**src/rtl/svg_pkg.sv**
```systemverilog
package svg_pkg;
  localparam int unsigned SVG_PAT_W       = 16;
  localparam logic [15:0] SVG_PATTERN     = 16'hE2E2;
  localparam int unsigned SVG_PULSE_CYC   = 3;
  localparam int unsigned SVG_SYNC_STAGES = 2;
endpackage

```
**src/rtl/svg_arm_sync.sv**
```systemverilog
module svg_arm_sync #(
  parameter int unsigned STAGES = 2
) (
  input  logic clk,
  input  logic rst,
  input  logic arm_in,
  output logic arm_s
);
  logic [STAGES-1:0] chain;

  generate
    if (STAGES == 1) begin : g_one
      always_ff @(posedge clk) begin
        if (rst) chain <= '0;
        else     chain <= arm_in;
      end
    end else begin : g_many
      always_ff @(posedge clk) begin
        if (rst) chain <= '0;
        else     chain <= {chain[STAGES-2:0], arm_in};
      end
    end
  endgenerate

  assign arm_s = chain[STAGES-1];
endmodule

```
**src/rtl/svg_detect.sv**
```systemverilog
module svg_detect #(
  parameter int unsigned         PAT_W   = 16,
  parameter logic [PAT_W-1:0]    PATTERN = '0
) (
  input  logic clk,
  input  logic rst,
  input  logic enable,
  input  logic bit_valid,
  input  logic bit_in,
  output logic locked
);
  logic [PAT_W-1:0] hist;
  logic [PAT_W-1:0] next_hist;

  assign next_hist = {hist[PAT_W-2:0], bit_in};

  always_ff @(posedge clk) begin
    if (rst) begin
      hist   <= '0;
      locked <= 1'b0;
    end else if (!enable) begin
      hist   <= '0;
      locked <= 1'b0;
    end else if (bit_valid && !locked) begin
      hist <= next_hist;
      if (next_hist == PATTERN) locked <= 1'b1;
    end
  end

  // recognition only ever begins on a bit strobe
  a_r2_lock_on_strobe: assert property (@(posedge clk) disable iff (rst)
    $rose(locked) |-> $past(bit_valid));

  // a disabled path never keeps the recognition
  a_r8_unlock_when_off: assert property (@(posedge clk) disable iff (rst)
    !enable |=> !locked);
endmodule

```
**src/rtl/svg_pulse.sv**
```systemverilog
module svg_pulse #(
  parameter int unsigned PULSE_CYC = 3
) (
  input  logic clk,
  input  logic rst,
  input  logic enable,
  input  logic locked,
  input  logic bit_valid,
  input  logic bit_in,
  output logic clk_out,
  output logic data_out
);
  localparam int unsigned CNT_W = (PULSE_CYC > 1) ? $clog2(PULSE_CYC) : 1;
  localparam logic [CNT_W-1:0] CNT_LOAD = CNT_W'(PULSE_CYC - 1);

  logic [CNT_W-1:0] cnt;
  logic             start;

  assign start = enable && locked && bit_valid;

  always_ff @(posedge clk) begin
    if (rst) begin
      clk_out  <= 1'b0;
      cnt      <= '0;
      data_out <= 1'b0;
    end else if (!enable) begin
      clk_out <= 1'b0;
      cnt     <= '0;
    end else if (start) begin
      clk_out  <= 1'b1;
      cnt      <= CNT_LOAD;
      data_out <= bit_in;
    end else if (clk_out) begin
      if (cnt == '0) clk_out <= 1'b0;
      else           cnt     <= cnt - 1'b1;
    end
  end

  // checker: length of the current high run
  int unsigned hi_run;
  always_ff @(posedge clk) begin
    if (rst)          hi_run <= 0;
    else if (clk_out) hi_run <= hi_run + 1;
    else              hi_run <= 0;
  end

  // no pulse exceeds the programmed width
  a_r6_width_limit: assert property (@(posedge clk) disable iff (rst)
    clk_out |-> hi_run < PULSE_CYC);

  // data only moves together with a high clock
  a_r5_data_with_clock: assert property (@(posedge clk) disable iff (rst)
    !$stable(data_out) |-> clk_out);
endmodule

```
**src/rtl/svg_gate.sv**
```systemverilog
module svg_gate
  import svg_pkg::*;
#(
  parameter int unsigned      PAT_W       = SVG_PAT_W,
  parameter logic [PAT_W-1:0] PATTERN     = PAT_W'(SVG_PATTERN),
  parameter int unsigned      PULSE_CYC   = SVG_PULSE_CYC,
  parameter int unsigned      SYNC_STAGES = SVG_SYNC_STAGES
) (
  input  logic clk,
  input  logic rst,
  input  logic rec_en,
  input  logic arm_in,
  input  logic bit_valid,
  input  logic bit_in,
  output logic dclk_out,
  output logic dat_out
);
  logic arm_s;
  logic path_on;
  logic locked;

  svg_arm_sync #(.STAGES(SYNC_STAGES)) u_sync (
    .clk    (clk),
    .rst    (rst),
    .arm_in (arm_in),
    .arm_s  (arm_s)
  );

  assign path_on = rec_en && arm_s;

  svg_detect #(.PAT_W(PAT_W), .PATTERN(PATTERN)) u_detect (
    .clk       (clk),
    .rst       (rst),
    .enable    (path_on),
    .bit_valid (bit_valid),
    .bit_in    (bit_in),
    .locked    (locked)
  );

  svg_pulse #(.PULSE_CYC(PULSE_CYC)) u_pulse (
    .clk       (clk),
    .rst       (rst),
    .enable    (path_on),
    .locked    (locked),
    .bit_valid (bit_valid),
    .bit_in    (bit_in),
    .clk_out   (dclk_out),
    .data_out  (dat_out)
  );

  // a pulse starts only after recognition was already in place
  a_r3_rise_needs_lock: assert property (@(posedge clk) disable iff (rst)
    $rose(dclk_out) |-> $past(locked));

  // a disabled path drives no clock
  a_r8_off_clock_low: assert property (@(posedge clk) disable iff (rst)
    !rec_en |=> !dclk_out);

  // a synchronised disarm drops the clock
  a_r7_disarm_clock_low: assert property (@(posedge clk) disable iff (rst)
    !arm_s |=> !dclk_out);
endmodule

```
**config.mk**
```make
export PLATFORM = sky130hd
export DESIGN_NAME = svg_gate
export DESIGN_NICKNAME = d
export VERILOG_FILES = /design/src/rtl/svg_pkg.sv /design/src/rtl/svg_arm_sync.sv /design/src/rtl/svg_detect.sv /design/src/rtl/svg_pulse.sv /design/src/rtl/svg_gate.sv
export SDC_FILE = /design/constraint.sdc
export NUM_CORES = 1
export LEC_CHECK = 0
export ABC_AREA = 1
export CAP_MARGIN = 20
export CORE_MARGIN = 4
export CORE_UTILIZATION = 26
export DETAILED_ROUTE_END_ITERATION = 10
export GPL_TIMING_DRIVEN = 0
export PLACE_DENSITY_LB_ADDON = 0.15
export SLEW_MARGIN = 20
export SYNTH_ARGS = -nofsm -noshare
export SYNTH_HDL_FRONTEND = slang
export SYNTH_HIERARCHICAL = 1
export SYNTH_SLANG_ARGS = --single-unit
```
**constraint.sdc**
```tcl
create_clock -name clk -period 2 [get_ports clk]
set_clock_uncertainty 0.15 [all_clocks]
set_input_delay 0.4 -clock clk [delete_from_list [all_inputs] [get_ports clk]]
set_output_delay 0.4 -clock clk [all_outputs]
set_load 0.03 [all_outputs]
```
### Word level (Yosys, flattened, before mapping)

Index checks and enable logic that the tools add are counted.

| operators by class | value |
|---|---|
| add/sub/neg operators | 1 |
| equal/unequal tests | 2 |
| muxes and demuxes | 6 |
| bitwise operators | 2 |
| reductions and logical operators | 13 |

Operators with widths:

| operator | number |
|---|---|
| $eq 16x16->1 const B | 1 |
| $reduce_and 2->1 | 4 |
| $mux 2 | 3 |
| $logic_and 1x1->1 | 4 |
| $mux 1 | 3 |
| $reduce_or 3->1 | 1 |
| $logic_not 2->1 | 1 |
| $ne 2x1->1 const B | 1 |
| $not 1->1 | 2 |
| $reduce_bool 2->1 | 1 |
| $reduce_or 2->1 | 1 |
| $sub 2x1->2 const B | 1 |
| $logic_not 1->1 | 1 |

| storage, ports and cells | value |
|---|---|
| register bits | 22 |
| bits of input ports | 6 |
| logic and storage cells | 31 |

### Longest topological paths before layout

| logic depth | value |
|---|---|
| depth after elaboration | 5 |
| gate-level depth with buffers | 6 |
| gate-level depth less buffers | 6 |

### Modules after synthesis

The synthesis kept the hierarchy.

By module, submodules not included:

| module | instances | cells each | area an instance (µm²) | seq. area each (µm²) |
|---|---|---|---|---|
| svg_detect | 1 | 82 | 680.7 | 320.3 |
| svg_pulse | 1 | 26 | 190.2 | 80.1 |
| svg_arm_sync | 1 | 6 | 55.1 | 40.0 |
| svg_gate | 1 | 2 | 7.5 | 0.0 |

### Worst setup path before layout

Ideal clock, no wire load.

| path | value |
|---|---|
| path kind | in2reg |
| start | in rec_en |
| end | reg u_detect.hist[5] |
| data arrival time | 0.990 ns |
| required time | 1.771 ns |
| slack | 0.781 ns |
| stages on the path | 5 |
| buffers on the path | 1 |
| cell sequence | nand2_1 inv_1 nand2_2 buf_2 a211oi_2 |

| between the ends | value |
|---|---|
| word-level cells in the longest chain between the ends | 3 |

Ends and longest elaborated chain:

| element | line | source |
|---|---|---|
| from (decl) | svg_gate.sv:11 | `input logic rec_en,` |
| $logic_and 1x1->1 | svg_gate.sv:29 | `assign path_on = rec_en && arm_s;` |
| net path_on | svg_gate.sv:19 | `logic path_on;` |
| $not 1->1 (no line) | - |  |
| $reduce_or 2->1 (no line) | - |  |
| to (signal assigned) | svg_detect.sv:25 | `hist <= next_hist;` |
| to (decl) | svg_detect.sv:12 | `logic [PAT_W-1:0] hist;` |

The timed path passes the listed nets, and every way through them passes these cells.
A chain may end at the register's enable or synchronous reset.

### Final worst setup path

| path | value |
|---|---|
| start | reg u_pulse.data_out |
| end | out dat_out |

RTL lines:

| element | line | source |
|---|---|---|
| from (decl) | svg_pulse.sv:11 | `output logic data_out` |
| from (signal assigned) | svg_pulse.sv:32 | `data_out <= bit_in;` |
| to (decl) | svg_gate.sv:16 | `output logic dat_out` |

No word-level cell between the ends.

==> summary.md <==
| Metric | Value |
|---|---|
| Pwr dens | 749 nW/um^2 |
| CP peak stage delay | 0.66 ns |
| Top sig layer | met4 |
| Initial core utilization | 27.5% |
| Worst-skew pair later-pin latency | 0.31 ns |
| ANT nets after route | 0 |
| Reg2reg setup slack | 0.70 ns |
| Postcts setup bufs | 0 |
| CTS root buffer | clkbuf_4 |
| Core area | 3390 sq um |
| Fin. max-slew vios | 0 |
| Post-synth EDFFs | 0 |
| Crit path DAT | 1.33 ns |
| Antenna violations before repair | 0 |
| # nets final | 134 |
| Critical-path top delay cell | clkdlybuf4s50_1 |
| Commonest cells post-synth | nand2_1 (25), dfxtp_1 (22), inv_1 (17), nor2_1 (17), a21oi_1 (8) |
| Crit Path Max Fanout | 2 |
| Most used DFF post-synth | dfxtp_1 |
| Synthesis-to-finish area growth | 19.6% |
| Outcome | finished clean |
| Worst min-delay path startpoint | u_sync/chain[0] |
| CP endpoint kind | output pin |
| Fill cell count | 375 |
| Minimum clock period | 1.88 ns |
| CP Cell Sequence | clkdlybuf4s50_1 |
| DR WL met2 | 775 um |
| Largest net degree at the start of global routing | 14 |
| Crit path buf inv count | 1 |
| Hold Crit Class | flip-flop to flip-flop |
| Largest delay contributor family on the critical path | buffers and inverters |
| Post-synthesis sequential area ratio | 47.2% |
| Die Span X | 67.9 um |
| Critical Path Start Type | flip-flop |
| Final wirelength | 1.69 mm |
| Lkg Pwr | 0.425 nW |
| Die height | 67.9 um |
| Yosys top cell area share | 47.2% |
| FF+latch count, synth | 22 |
| Area after DPL | 1060 sq um |
| Max VDD drop | 0.000254 V |
| CTS tree | yes |
| CTS clock-pin slew for the worst setup and hold paths | 0.13 ns |
| I/O Buffers | 7 |
| Mapped cell area | 933 sq um |
| Num CTS Buffers | 3 |
| Synth top area cells | dfxtp_1 (47%), nand2_1 (10%), a211oi_2 (8.0%) |
| Path depth of the worst reg2reg path | 5 |
| Peak Freq | 0.532 GHz |
| Area leader, netlist | dfxtp_1 |
| Max_cap viols | 0 |
| Count leader, synth | nand2_1 |
| Routed wire per std cell | 9.77 um |
| Critical path class | flip-flop to output pin |
| GP Congestion | 0.723 |
| Antenna cell count | 0 |
| FF-to-FF End | u_detect/hist[5] |
| Post-DP HPWL | 1.21 mm |
| Hold path depth | 2 |
| RSZ-0062 raised after global routing | false |
| Syn Nets | 122 |
| Distinct cells, synth | 20 |
| Critical Path RT | 1.45 ns |
| Critical R2R Launch | u_sync/chain[1] |
| Number of global-route vias before repair | 710 |
| Final Setup Violations | 0 |
| Synth Warn # | 6 |
| Post-route clock period utilization | 93.9% |
| Hold-critical path endpoint | u_sync/chain[1] |
| Post-Route M1 WL | 865 um |
| Worst-Margin Slew | 0.315 ns |
| Die area | 4610 sq um |
| Hold Fails Final Rpt | 0 |
| Share of layout cells above drive strength 1 | 17.3% |
| GRT Util Overall | 9.03% |
| Site Rows | 21 |
| Vias per cell | 4.09 |
| Slew HR | 79.0% |
| TNS Setup | 0 ns |
| 1st-iter DRT viols | 27 |
| Async set-reset flop share out of synthesis | 0% |
| Cells after synthesis | 116 |
| Detailed Routing Iterations Pass 1 | 4 |
| Via count | 707 |
| Clock Sinks | 22 |
| First-pass GRT wire length | 3.11 mm |
| Crit path launch | u_pulse/data_out |
| Final Instance Area | 1120 sq um |
| Routed wl met3 | 34 um |
| DRC Markers | 0 |
| Ports | 8 |
| H-tree level count | 1 |
| Clock buffer depth | 2 |
| Syn Area/Cell | 8.05 sq um |
| Total global routing overflow | 0 |
## area by class of cell
cell class	instances	area (sq um)	share of cell area, %
Inverter	19	73.8	6.61
Timing Repair Buffer	7	72.6	6.50
Clock buffer	3	22.5	2.02
Tap cell	46	57.6	5.16
Buffer	3	31.3	2.80
Multi-Input combinational cell	72	388	34.8
Clock inverter	1	30.0	2.69
Sequential cell	22	440	39.5
## sequential cells by signal (all words and copies together), names as in the netlist
name              cells
u_sync/chain          2
u_detect/locked       1
u_pulse/clk_out       1
u_pulse/cnt           2
u_pulse/data_out      1
u_detect/hist        15
## per-stage QoR
stage	utilization, %	hold WS, ns	std cells	setup slack [ns]	power [W]
6_report	32.9	0.261	173	0.122	0.000836
5_1_grt	32.9	0.298	173	0.0473	0.000876
4_1_cts	32.9	0.264	173	0.00143	0.000853
3_5_place_dp	31.3	0.244	169	0.0728	0.000501
3_3_place_gp	31.3	0.239	169	0.0803	0.000501
2_1_floorplan	-	0.238	116	0.781	0.000482
## worst max-delay path by stage
stage / endpoint / cells past startpoint
after floorplan: u_detect/hist[5] / 5
after global placement: u_detect/hist[5] / 5
after detailed placement: u_detect/hist[5] / 5
after CTS: dclk_out / 1
after global routing: dat_out / 1
final: dat_out / 1
## per-layer routing
layer	GRT usage, %	vias up
met5	0	-
met1	11.8	318
met2	14.0	4
met4	4.47	0
li1	-	383
met3	1.97	2
## layout by cell type (no fill, tap or decap)
cell type / n
clkbuf_4: 3
nand3_1: 5
nand3_2: 1
dlymetal6s2s_1: 1
dfxtp_1: 22
nand2_2: 1
a21oi_1: 8
nor3_1: 1
buf_8: 1
a211oi_2: 6
inv_1: 17
bufinv_16: 1
buf_6: 1
nand2_4: 1
inv_4: 1
buf_2: 1
nor2_4: 1
nand2_1: 25
nor2_2: 2
inv_2: 1
a21boi_2: 1
a211oi_1: 3
nor2_1: 17
clkdlybuf4s50_1: 6
## cells by family after synthesis
kind of cell | count (synthesis) | share of synthesized area [%]
buf+inv | 22 | 11.3
compound gates | 18 | 16.0
simple gates | 54 | 25.6
flops | 22 | 47.2
## report_power, final
group | internal, W | switching (W) | leakage (nW)
registers | 0.000441 | 0.00000110 | 0.178
logic | 0.0000210 | 0.0000276 | 0.220
clock network | 0.000203 | 0.000143 | 0.0279
## what timing repair did
action / CTS / global route
setup endpoints to repair: 0 / 1
hold buffers: 0 / 0
gates resized for setup: 0 / 1
No activity file was read; power rests on OpenSTA's default activity.
